`src/rtl/refresh_pkg.sv`:
```
package refresh_pkg;

  // Strobes from the sequencing control to the datapath
  typedef struct packed {
    logic learnCyc;  // learning owns the update path this cycle
    logic rampHit;   // staircase crossed the stored word this cycle
    logic rampEnd;   // staircase reached full scale without crossing
    logic stepOdd;   // parity of the current staircase step
  } refresh_strobe_t;

endpackage

```
`src/rtl/refresh_ctrl.sv`:
```
module refresh_ctrl
  import refresh_pkg::*;
#(
  parameter int ROWS    = 4,
  parameter int COLS    = 4,
  parameter int LEVEL_W = 7,
  parameter int ADDR_W  = $clog2(ROWS * COLS)
) (
  input  logic                clk,
  input  logic                rstN,
  input  logic                learnEn,
  input  logic [ADDR_W-1:0]   learnAddr,
  input  logic                crossed,
  output logic [LEVEL_W-1:0]  step,
  output logic [ADDR_W-1:0]   cellAddr,
  output refresh_strobe_t     strobe
);

  localparam int CELLS = ROWS * COLS;
  localparam logic [LEVEL_W-1:0] STEP_MAX  = LEVEL_W'((1 << LEVEL_W) - 1);
  localparam logic [ADDR_W-1:0]  LAST_CELL = ADDR_W'(CELLS - 1);

  logic [ADDR_W-1:0] refAddr;

  always_comb begin
    strobe.learnCyc = learnEn;
    strobe.rampHit  = !learnEn && crossed;
    strobe.rampEnd  = !learnEn && !crossed && (step == STEP_MAX);
    strobe.stepOdd  = step[0];
    cellAddr        = learnEn ? learnAddr : refAddr;
  end

  always_ff @(posedge clk or negedge rstN) begin
    if (!rstN) begin
      step    <= '0;
      refAddr <= '0;
    end else if (strobe.learnCyc) begin
      step <= '0;  // restart the interrupted cell
    end else if (strobe.rampHit || strobe.rampEnd) begin
      step    <= '0;
      refAddr <= (refAddr == LAST_CELL) ? '0 : refAddr + ADDR_W'(1);
    end else begin
      step <= step + LEVEL_W'(1);
    end
  end

endmodule

```
`src/rtl/refresh_dp.sv`:
```
module refresh_dp
  import refresh_pkg::*;
#(
  parameter int LEVEL_W = 7,
  parameter int FRAC_W  = 2,
  parameter int ADDR_W  = 4,
  parameter int WORD_W  = LEVEL_W + FRAC_W
) (
  input  logic                clk,
  input  logic                rstN,
  input  refresh_strobe_t     strobe,
  input  logic [LEVEL_W-1:0]  step,
  input  logic [ADDR_W-1:0]   cellAddr,
  input  logic [WORD_W-1:0]   cellValue,
  input  logic [WORD_W-1:0]   learnInput,
  output logic                crossed,
  output logic                updEn,
  output logic [ADDR_W-1:0]   updAddr,
  output logic [WORD_W-1:0]   updData
);

  logic [WORD_W-1:0] refWord;
  logic [WORD_W-1:0] valUp;
  logic [WORD_W-1:0] valDown;

  always_comb begin
    refWord = {step, {FRAC_W{1'b0}}};
    crossed = cellValue < refWord;
    valUp   = cellValue + WORD_W'(1);
    valDown = cellValue - WORD_W'(1);
  end

  always_ff @(posedge clk or negedge rstN) begin
    if (!rstN) begin
      updEn   <= 1'b0;
      updAddr <= '0;
      updData <= '0;
    end else begin
      updAddr <= cellAddr;
      if (strobe.learnCyc) begin
        updEn   <= (learnInput != cellValue);
        updData <= (learnInput > cellValue) ? valUp : valDown;
      end else if (strobe.rampHit) begin
        updEn   <= !(strobe.stepOdd && (cellValue == '0));
        updData <= strobe.stepOdd ? valDown : valUp;
      end else begin
        updEn   <= 1'b0;
        updData <= cellValue;
      end
    end
  end

endmodule

```
`src/rtl/refresh_top.sv`:
```
module refresh_top
  import refresh_pkg::*;
#(
  parameter int ROWS    = 4,
  parameter int COLS    = 4,
  parameter int LEVEL_W = 7,
  parameter int FRAC_W  = 2,
  parameter int ADDR_W  = $clog2(ROWS * COLS),
  parameter int WORD_W  = LEVEL_W + FRAC_W
) (
  input  logic               clk,
  input  logic               rstN,
  input  logic               learnEn,
  input  logic [ADDR_W-1:0]  learnAddr,
  input  logic [WORD_W-1:0]  learnInput,
  input  logic [WORD_W-1:0]  cellValue,
  output logic [ADDR_W-1:0]  cellAddr,
  output logic               updEn,
  output logic [ADDR_W-1:0]  updAddr,
  output logic [WORD_W-1:0]  updData
);

  refresh_strobe_t    strobe;
  logic [LEVEL_W-1:0] step;
  logic               crossed;

  refresh_ctrl #(
    .ROWS(ROWS), .COLS(COLS), .LEVEL_W(LEVEL_W), .ADDR_W(ADDR_W)
  ) i_ctrl (
    .clk(clk), .rstN(rstN), .learnEn(learnEn), .learnAddr(learnAddr),
    .crossed(crossed), .step(step), .cellAddr(cellAddr), .strobe(strobe)
  );

  refresh_dp #(
    .LEVEL_W(LEVEL_W), .FRAC_W(FRAC_W), .ADDR_W(ADDR_W), .WORD_W(WORD_W)
  ) i_dp (
    .clk(clk), .rstN(rstN), .strobe(strobe), .step(step),
    .cellAddr(cellAddr), .cellValue(cellValue), .learnInput(learnInput),
    .crossed(crossed), .updEn(updEn), .updAddr(updAddr), .updData(updData)
  );

endmodule

```
`config.mk`:
```
export PLATFORM = sky130hd
export DESIGN_NAME = refresh_top
export DESIGN_NICKNAME = d
export VERILOG_FILES = /design/src/rtl/refresh_pkg.sv /design/src/rtl/refresh_ctrl.sv /design/src/rtl/refresh_dp.sv /design/src/rtl/refresh_top.sv
export SDC_FILE = /design/constraint.sdc
export NUM_CORES = 1
export LEC_CHECK = 0
export BUFFER_PORTS_ARGS = -buffer_cell sky130_fd_sc_hd__buf_2
export CORE_AREA = 5 5 69 71
export CTS_CLUSTER_SIZE = 20
export DETAILED_ROUTE_END_ITERATION = 8
export DIE_AREA = 0 0 74 76
export PLACE_DENSITY = 0.85
export SETUP_SLACK_MARGIN = 0.5
export SYNTH_ARGS = -nofsm -noshare
export SYNTH_HDL_FRONTEND = slang
export SYNTH_SLANG_ARGS = --single-unit
export TNS_END_PERCENT = 1
```
`constraint.sdc`:
```
create_clock -name clk -period 2.59 [get_ports clk]
set_clock_uncertainty 0.05 [all_clocks]
set_input_delay 0.518 -clock clk [delete_from_list [all_inputs] [get_ports clk]]
set_output_delay 0.518 -clock clk [all_outputs]
set_load 0.03 [all_outputs]
```
==> flow_metrics.py, run 1 <==
metrics = {
    "status": {
        "outcome": "completed",
    },
    "sta": {
        "fin_crit_sh_pct": 87.92,
        "period_needed_ns": 2.277,
        "hold_violations": 0,
        "rsz0062_at_grt": "true",
        "finalMaxSlewViolations": 0,
        "clock.fmax_mhz": 439.2,
        "tns_ns": 0,
        "worstMarginPinSlew_ns": 0.5621,
        "setup_viol": 0,
        "worst_slew_margin_rel_pct": 62.53,
    },
    "synth": {
        "synth_warnings": 0,
        "synth_top_area_share_pct": 29.57,
        "syn_inst": 230,
        "ys_top_cells_by_area": "dfrtp_1, ha_1, inv_1",
        "syn_nets": 275,
        "synth.most_common_cell": "dfrtp_1",
        "ys_seq_area_share_pct": 29.57,
        "synthArstFlopShare_pct": 100.0,
        "synth_edf_count": 0,
        "synth_common_cells": "dfrtp_1, ha_1, inv_1, nand2_1, nor2_1",
        "synth_seq_cells": 25,
        "syn-cell-area_um2": 2116,
        "syn_avg_cell_area_um2": 9.199,
        "synth-main-ff-cell": "dfrtp_1",
        "synthDistinctLibCells": 59,
        "synth_top_area_cell": "dfrtp_1",
    },
    "power": {
        "combPwrFrac_pct": 46.2,
        "power.switching_mw": 0.5934,
        "total_leakage_power_nw": 1.260,
        "vdd_ir_drop_max_mv": 0.3087,
        "power_density_nw_per_um2": 479.3,
        "intPower_mw": 0.8424,
        "power_frac_clock_pct": 18.2,
        "swShare_pct": 41.33,
        "seq_power_share_pct": 35.6,
    },
    "clock_tree": {
        "cts_tree": "yes",
        "cts_buffers": 3,
        "cts_max_level": 1,
        "root_buffer": "clkbuf_8",
        "worstSkewPairLatency_ns": 0.28,
        "path_clk_slew_ns": 0.10,
        "cts.sinks": 25,
        "hold_buffers": 0,
        "cts.path.max_buffers": 2,
    },
    "detailed_routing": {
        "vias_per_cell": 6.239,
        "wirelength_mm": 6.711,
        "first_pass_iters": 4,
        "ant_nets": 0,
        "routedWlPerCell_um": 18.64,
        "via_count": 2246,
        "dr.first_iter.drc_count": 258,
        "drc": 0,
    },
    "layout": {
        "design_area_um2": 2995,
        "diodes": 0,
        "area_delta_synth_final_pct": 41.57,
        "nNetsFinal": 354,
        "nFillCells": 269,
        "regArea_um2": 625.6,
        "final_core_util_pct": 71.76,
        "multiInputGateArea_um2": 1615,
        "drive_gt1_share_pct": 44.81,
    },
    "global_routing": {
        "grt_max_degree": 26,
        "grt_use_total_pct": 24.50,
        "globalRouteOverflowTotal": 0,
        "grt_pass1_wl_mm": 10.94,
        "grt_antenna_before_repair": 0,
        "grt_pass1_vias": 2268,
    },
    "placed_design": {
        "portBuffers": 42,
        "dpl-instance-area_um2": 2569,
        "dp_hpwl_mm": 4.421,
        "place_congestion": 0.9096,
    },
    "critical_path": {
        "worstPathRequired_ns": 2.69,
        "worst-r2r-cell-count": 6,
        "cp-endpoint": "i_dp.updData[4]$_DFF_PN0_",
        "worstSetupPathType": "input pin to register",
        "critPathLaunchType": "input pin",
        "cp_max_fo": 5,
        "crit_start": "cellValue[4]",
        "end_kind": "register",
        "r2r-start": "i_ctrl.step[0]$_DFF_PN0_",
        "r2r-end": "i_ctrl.refAddr[0]$_DFFE_PN0P_",
        "r2r_setup_slack_ns": 0.43,
        "worstPathArrival_ns": 2.38,
    },
    "die": {
        "dieArea_um2": 5624,
        "design.core.area_um2": 4174,
        "die_x_um": 74,
        "pin_count": 43,
        "die_h_um": 76,
        "rows": 24,
        "initial_utilization_pct": 50.69,
    },
    "worst_hold_path": {
        "min_path_type": "input pin to async pin",
    },
    "job": {
        "maxCapViolCount": 0,
    },
}
-- power groups by stage --
stage / Sequential [mW] / Combinational (mW) / Clock [mW]
2_1_floorplan: 0.581 / 0.308 / 0
3_5_place_dp: 0.517 / 0.551 / 0
4_1_cts: 0.510 / 0.631 / 0.263
5_1_grt: 0.522 / 0.713 / 0.281
6_report: 0.511 / 0.663 / 0.261
3_3_place_gp: 0.515 / 0.536 / 0
-- registers in the layout, indices dropped and copies added, names as in the netlist --
name and cells:
i_ctrl.refAddr 4, i_dp.updEn 1, i_ctrl.step 7, i_dp.updAddr 4
i_dp.updData 9
-- per-stage QoR --
step                total power, mW  hold WS [ns]  cells  worst slack (ns)
global placement              1.051        0.4328    337            0.1440
CTS                           1.404        0.1913    357            0.4583
floorplan                    0.8890        0.1724    230            0.3691
finish                        1.436        0.1599    360            0.3129
global route                  1.517        0.2178    360            0.2828
detailed placement            1.069        0.4502    337           0.08407
-- critical path: stages --
cell and delay, ns:
buf_2 0.13, inv_4 0.08, ha_4 0.21, nand4_1 0.15
nor3_4 0.07, buf_4 0.14, or4_4 0.61, nand2_8 0.13
mux2i_4 0.24, o2111ai_2 0.11
-- per-layer routing --
layer | vias up | part of all wire (%) | track usage [%]
li1 | 1021 | - | -
met1 | 1031 | 38 | 30.54
met2 | 150 | 47 | 40.78
met3 | 44 | 9.0 | 3.562
met4 | 0 | 5.6 | 11.05
met5 | - | 0 | 0
-- kinds of logic (layout without fill, tap and decap cells) --
logic type / Yosys count / count (layout) / synth area share [%]
adder cells (fa/ha/maj): 20 / 20 / 11.83
AND/OR/NAND/NOR: 92 / 94 / 25.49
buffers and inverters: 27 / 103 / 6.032
XOR/XNOR: 9 / 9 / 3.726
AO/OA/AOI/OAI: 47 / 47 / 18.04
multiplexers: 10 / 10 / 5.322
flip-flops: 25 / 25 / 29.57
-- how the worst min path moves through the flow --
| stage | start | end | slack, ns | depth (start not counted) |
|---|---|---|---|---|
| after CTS | rstN | i_dp.updData[6]$_DFF_PN0_ | 0.19 | 1 |
| after global routing | rstN | i_ctrl.step[0]$_DFF_PN0_ | 0.22 | 1 |
| final | rstN | i_dp.updData[6]$_DFF_PN0_ | 0.16 | 1 |
| after global placement | i_ctrl.refAddr[2]$_DFFE_PN0P_ | i_ctrl.refAddr[2]$_DFFE_PN0P_ | 0.43 | 1 |
| after floorplan | rstN | i_ctrl.refAddr[0]$_DFFE_PN0P_ | 0.17 | 0 |
| after detailed placement | i_ctrl.refAddr[3]$_DFFE_PN0P_ | i_ctrl.refAddr[3]$_DFFE_PN0P_ | 0.45 | 1 |
-- area by class of cell --
| class | count | area share, % |
|---|---|---|
| multi-input combinational | 180 | 53.93 |
| tap | 52 | 2.172 |
| timing repair buffer | 80 | 18.25 |
| inverter | 19 | 3.091 |
| clock buffer | 3 | 1.378 |
| sequential | 25 | 20.89 |
| clock inverter | 1 | 0.2924 |
-- layout by cell type (no fill, tap or decap), types with 3 or more instances in the layout --
| cell type | n |
|---|---|
| a31oi_1 | 3 |
| buf_2 | 35 |
| nor3_1 | 6 |
| nand4_1 | 11 |
| ha_4 | 8 |
| inv_1 | 10 |
| nand2_1 | 19 |
| buf_4 | 37 |
| inv_4 | 7 |
| a21oi_1 | 7 |
| ha_1 | 12 |
| nand3_1 | 13 |
| xnor2_1 | 8 |
| o21ai_1 | 3 |
| and3_1 | 5 |
| clkbuf_8 | 3 |
| a21oi_2 | 3 |
| nor2_1 | 16 |
| or4_4 | 3 |
| buf_6 | 7 |
| mux2_2 | 5 |
| a211oi_1 | 4 |
| dfrtp_1 | 25 |
| o21ai_0 | 3 |
-- what timing repair did --
item,in CTS,in global routing
gates resized for setup,36,7
setup endpoints to repair,12,17
buffers inserted,14,3
pin swaps,15,7
cloned,2,0
Power figures use the tool's default switching activity.
==> inputs of run 2 (changes only) <==
Settings changed: CAP_MARGIN set to 20, CORE_AREA 5 5 69 71 to 5 5 88 90, DIE_AREA 0 0 74 76 to 0 0 93 95, PLACE_DENSITY 0.85 to 0.58.
==> run 2 against run 1 <==
  * Largest power group unchanged
  * Sequential power is essentially flat
  * Sequential cell count stayed put
  * Via count decreased by 9.1%
  * Combinational power decreased by 8.0%
  * Register-to-register slack improved by 0.05 ns
  * Maximum frequency up 4.9%
  * Sequential share of layout area is 0.84 points higher
  * Cell area fell by 3.9%
  * Global-route usage shrank 10 points
  * Setup slack improved by 0.11 ns
==> flow_metrics.py, run 2 (synthesized netlist as in run 1, its figures left out) <==
metrics = {
    "die": {
        "rows": 31,
        "pin_count": 43,
        "dieArea_um2": 8835,
        "design.core.area_um2": 6982,
        "die_h_um": 95,
        "initial_utilization_pct": 30.30,
        "die_x_um": 93,
    },
    "critical_path": {
        "cp_slowest_cell": "or4_4",
        "worst-r2r-cell-count": 9,
        "max_stage_delay_ns": 0.54,
        "worstSetupPathType": "input pin to register",
        "worstPathRequired_ns": 2.74,
        "r2r-start": "i_ctrl.step[2]$_DFF_PN0_",
        "cp-endpoint": "i_dp.updData[6]$_DFF_PN0_",
        "r2r-end": "i_dp.updData[7]$_DFF_PN0_",
        "critPathLaunchType": "input pin",
        "cp_max_fo": 7,
        "crit_start": "cellValue[1]",
        "worstPathArrival_ns": 2.32,
        "cp_cell_sequence": "buf_6 -> inv_2 -> ha_1 -> nand4_1 -> nor3_4 -> buf_4 -> or4_4 -> nand2_8 -> a311oi_2 -> xnor2_1",
        "r2r_setup_slack_ns": 0.48,
        "end_kind": "register",
    },
    "clock_tree": {
        "hold_buffers": 0,
        "cts.path.max_buffers": 2,
        "worstSkewPairLatency_ns": 0.28,
        "cts_buffers": 3,
        "root_buffer": "clkbuf_8",
        "path_clk_slew_ns": 0.10,
        "cts_tree": "yes",
        "cts.sinks": 25,
        "cts_max_level": 1,
    },
    "layout": {
        "final_common_cell": "buf_2",
        "nFillCells": 713,
        "fin_cells": 379,
        "multiInputGateArea_um2": 1514,
        "regArea_um2": 625.6,
        "nNetsFinal": 343,
        "drive_gt1_share_pct": 42.09,
        "top_regs": "i_dp.updData x9, i_ctrl.step x7",
        "diodes": 0,
        "largest_reg_flops": 9,
        "regMostFlops": "i_dp.updData",
        "area_delta_synth_final_pct": 36.07,
        "final_cell_mix": "buf_2, buf_4, dfrtp_1, nand2_1, nor2_1",
    },
    "global_routing": {
        "grt_antenna_before_repair": 0,
        "grt_pass1_vias": 2019,
        "grt_use_total_pct": 14.12,
        "globalRouteOverflowTotal": 0,
        "grt_max_degree": 26,
        "grt_pass1_wl_mm": 9.970,
    },
    "detailed_routing": {
        "ant_nets": 0,
        "via_count": 2041,
        "vias_per_cell": 5.385,
        "first_pass_iters": 4,
        "wirelength_mm": 6.158,
        "drc": 0,
        "routedWlPerCell_um": 16.25,
        "dr.first_iter.drc_count": 113,
    },
    "power": {
        "power.switching_mw": 0.5557,
        "power_frac_clock_pct": 18.6,
        "seq_power_share_pct": 37.1,
        "combPwrFrac_pct": 44.3,
        "total_leakage_power_nw": 1.199,
        "vdd_ir_drop_max_mv": 0.1998,
        "power_density_nw_per_um2": 477.6,
        "swShare_pct": 40.41,
        "intPower_mw": 0.8194,
    },
    "placed_design": {
        "dp_hpwl_mm": 4.630,
        "dp_slack_ns": -0.02570,
        "portBuffers": 42,
        "place_congestion": 0.8948,
        "dpl.cell_count": 361,
    },
    "sta": {
        "rsz0062_at_grt": "true",
        "setup_viol": 0,
        "fin_ws_ns": 0.4189,
        "clock.fmax_mhz": 460.6,
        "hold_violations": 0,
        "worst_slew_margin_rel_pct": 60.88,
        "period_needed_ns": 2.171,
        "worstMarginPinSlew_ns": 0.5868,
        "fin_hold_ws_ns": 0.1804,
        "finalMaxSlewViolations": 0,
        "fin_crit_sh_pct": 83.83,
    },
    "worst_hold_path": {
        "min_path_type": "input pin to async pin",
    },
    "job": {
        "maxCapViolCount": 0,
    },
    "status": {
        "outcome": "completed",
    },
}
[run 2: cell types whose count changed in the layout (fill, tap and decap cells not counted), sizes merged]
cell / before / now
buf: 80 / 70
clkbuf: 3 / 4
nand2: 21 / 20
nor4: 5 / 4
[run 2: power by group through the flow]
stage               registers (mW)  clock network, mW  logic (mW)
floorplan                    0.581                  0       0.308
global placement             0.518                  0       0.541
detailed placement           0.520                  0       0.547
CTS                          0.511              0.265       0.575
global route                 0.520              0.279       0.666
finish                       0.510              0.256       0.610
[run 2: area by class of cell]
cell class | count | area share (%)
Clock inverter | 1 | 0.3042
Timing Repair Buffer | 71 | 17.08
Tap cell | 82 | 3.564
Inverter | 19 | 3.303
Multi-Input combinational cell | 178 | 52.59
Clock buffer | 3 | 1.434
Sequential cell | 25 | 21.73
[run 2: routing by layer]
metal / wire length [µm] / GRT usage (%) / vias up
li1: - / - / 991
met1: 2654 / 18.68 / 969
met2: 3126 / 24.48 / 73
met3: 301 / 1.355 / 8
met4: 76 / 4.029 / 0
met5: 0 / 0 / -
[run 2: worst max-delay path: cells and delay by family]
family | cells | cell delay [ns]
XOR/XNOR | 1 | 0.22
adder cells (fa/ha/maj) | 1 | 0.27
AO/OA/AOI/OAI | 1 | 0.11
AND/OR/NAND/NOR | 4 | 0.93
buffers and inverters | 3 | 0.27
[run 2: timing repair]
item,4_1_cts,5_1_grt
setup endpoints to repair,9,19
pin swaps,6,10
gates resized for setup,7,32
buffers inserted,9,5
[run 2: how the worst min path moves through the flow]
stage | end | slack [ns]
finish | i_dp.updAddr[0]$_DFF_PN0_ | 0.18
CTS | i_dp.updAddr[0]$_DFF_PN0_ | 0.21
global route | i_dp.updAddr[3]$_DFF_PN0_ | 0.24
global placement | i_ctrl.refAddr[2]$_DFFE_PN0P_ | 0.44
floorplan | i_ctrl.refAddr[0]$_DFFE_PN0P_ | 0.17
detailed placement | i_ctrl.refAddr[2]$_DFFE_PN0P_ | 0.44
[run 2: through the flow]
step | cell area [µm²] | utilization [%] | setup TNS (ns) | power [mW]
floorplan | 2202 | - | 0 | 0.8890
global placement | 2574 | 36.86 | -0.0004254 | 1.059
detailed placement | 2574 | 36.86 | -0.02570 | 1.066
CTS | 2710 | 38.82 | 0 | 1.351
global route | 2879 | 41.24 | 0 | 1.466
finish | 2879 | 41.24 | 0 | 1.375
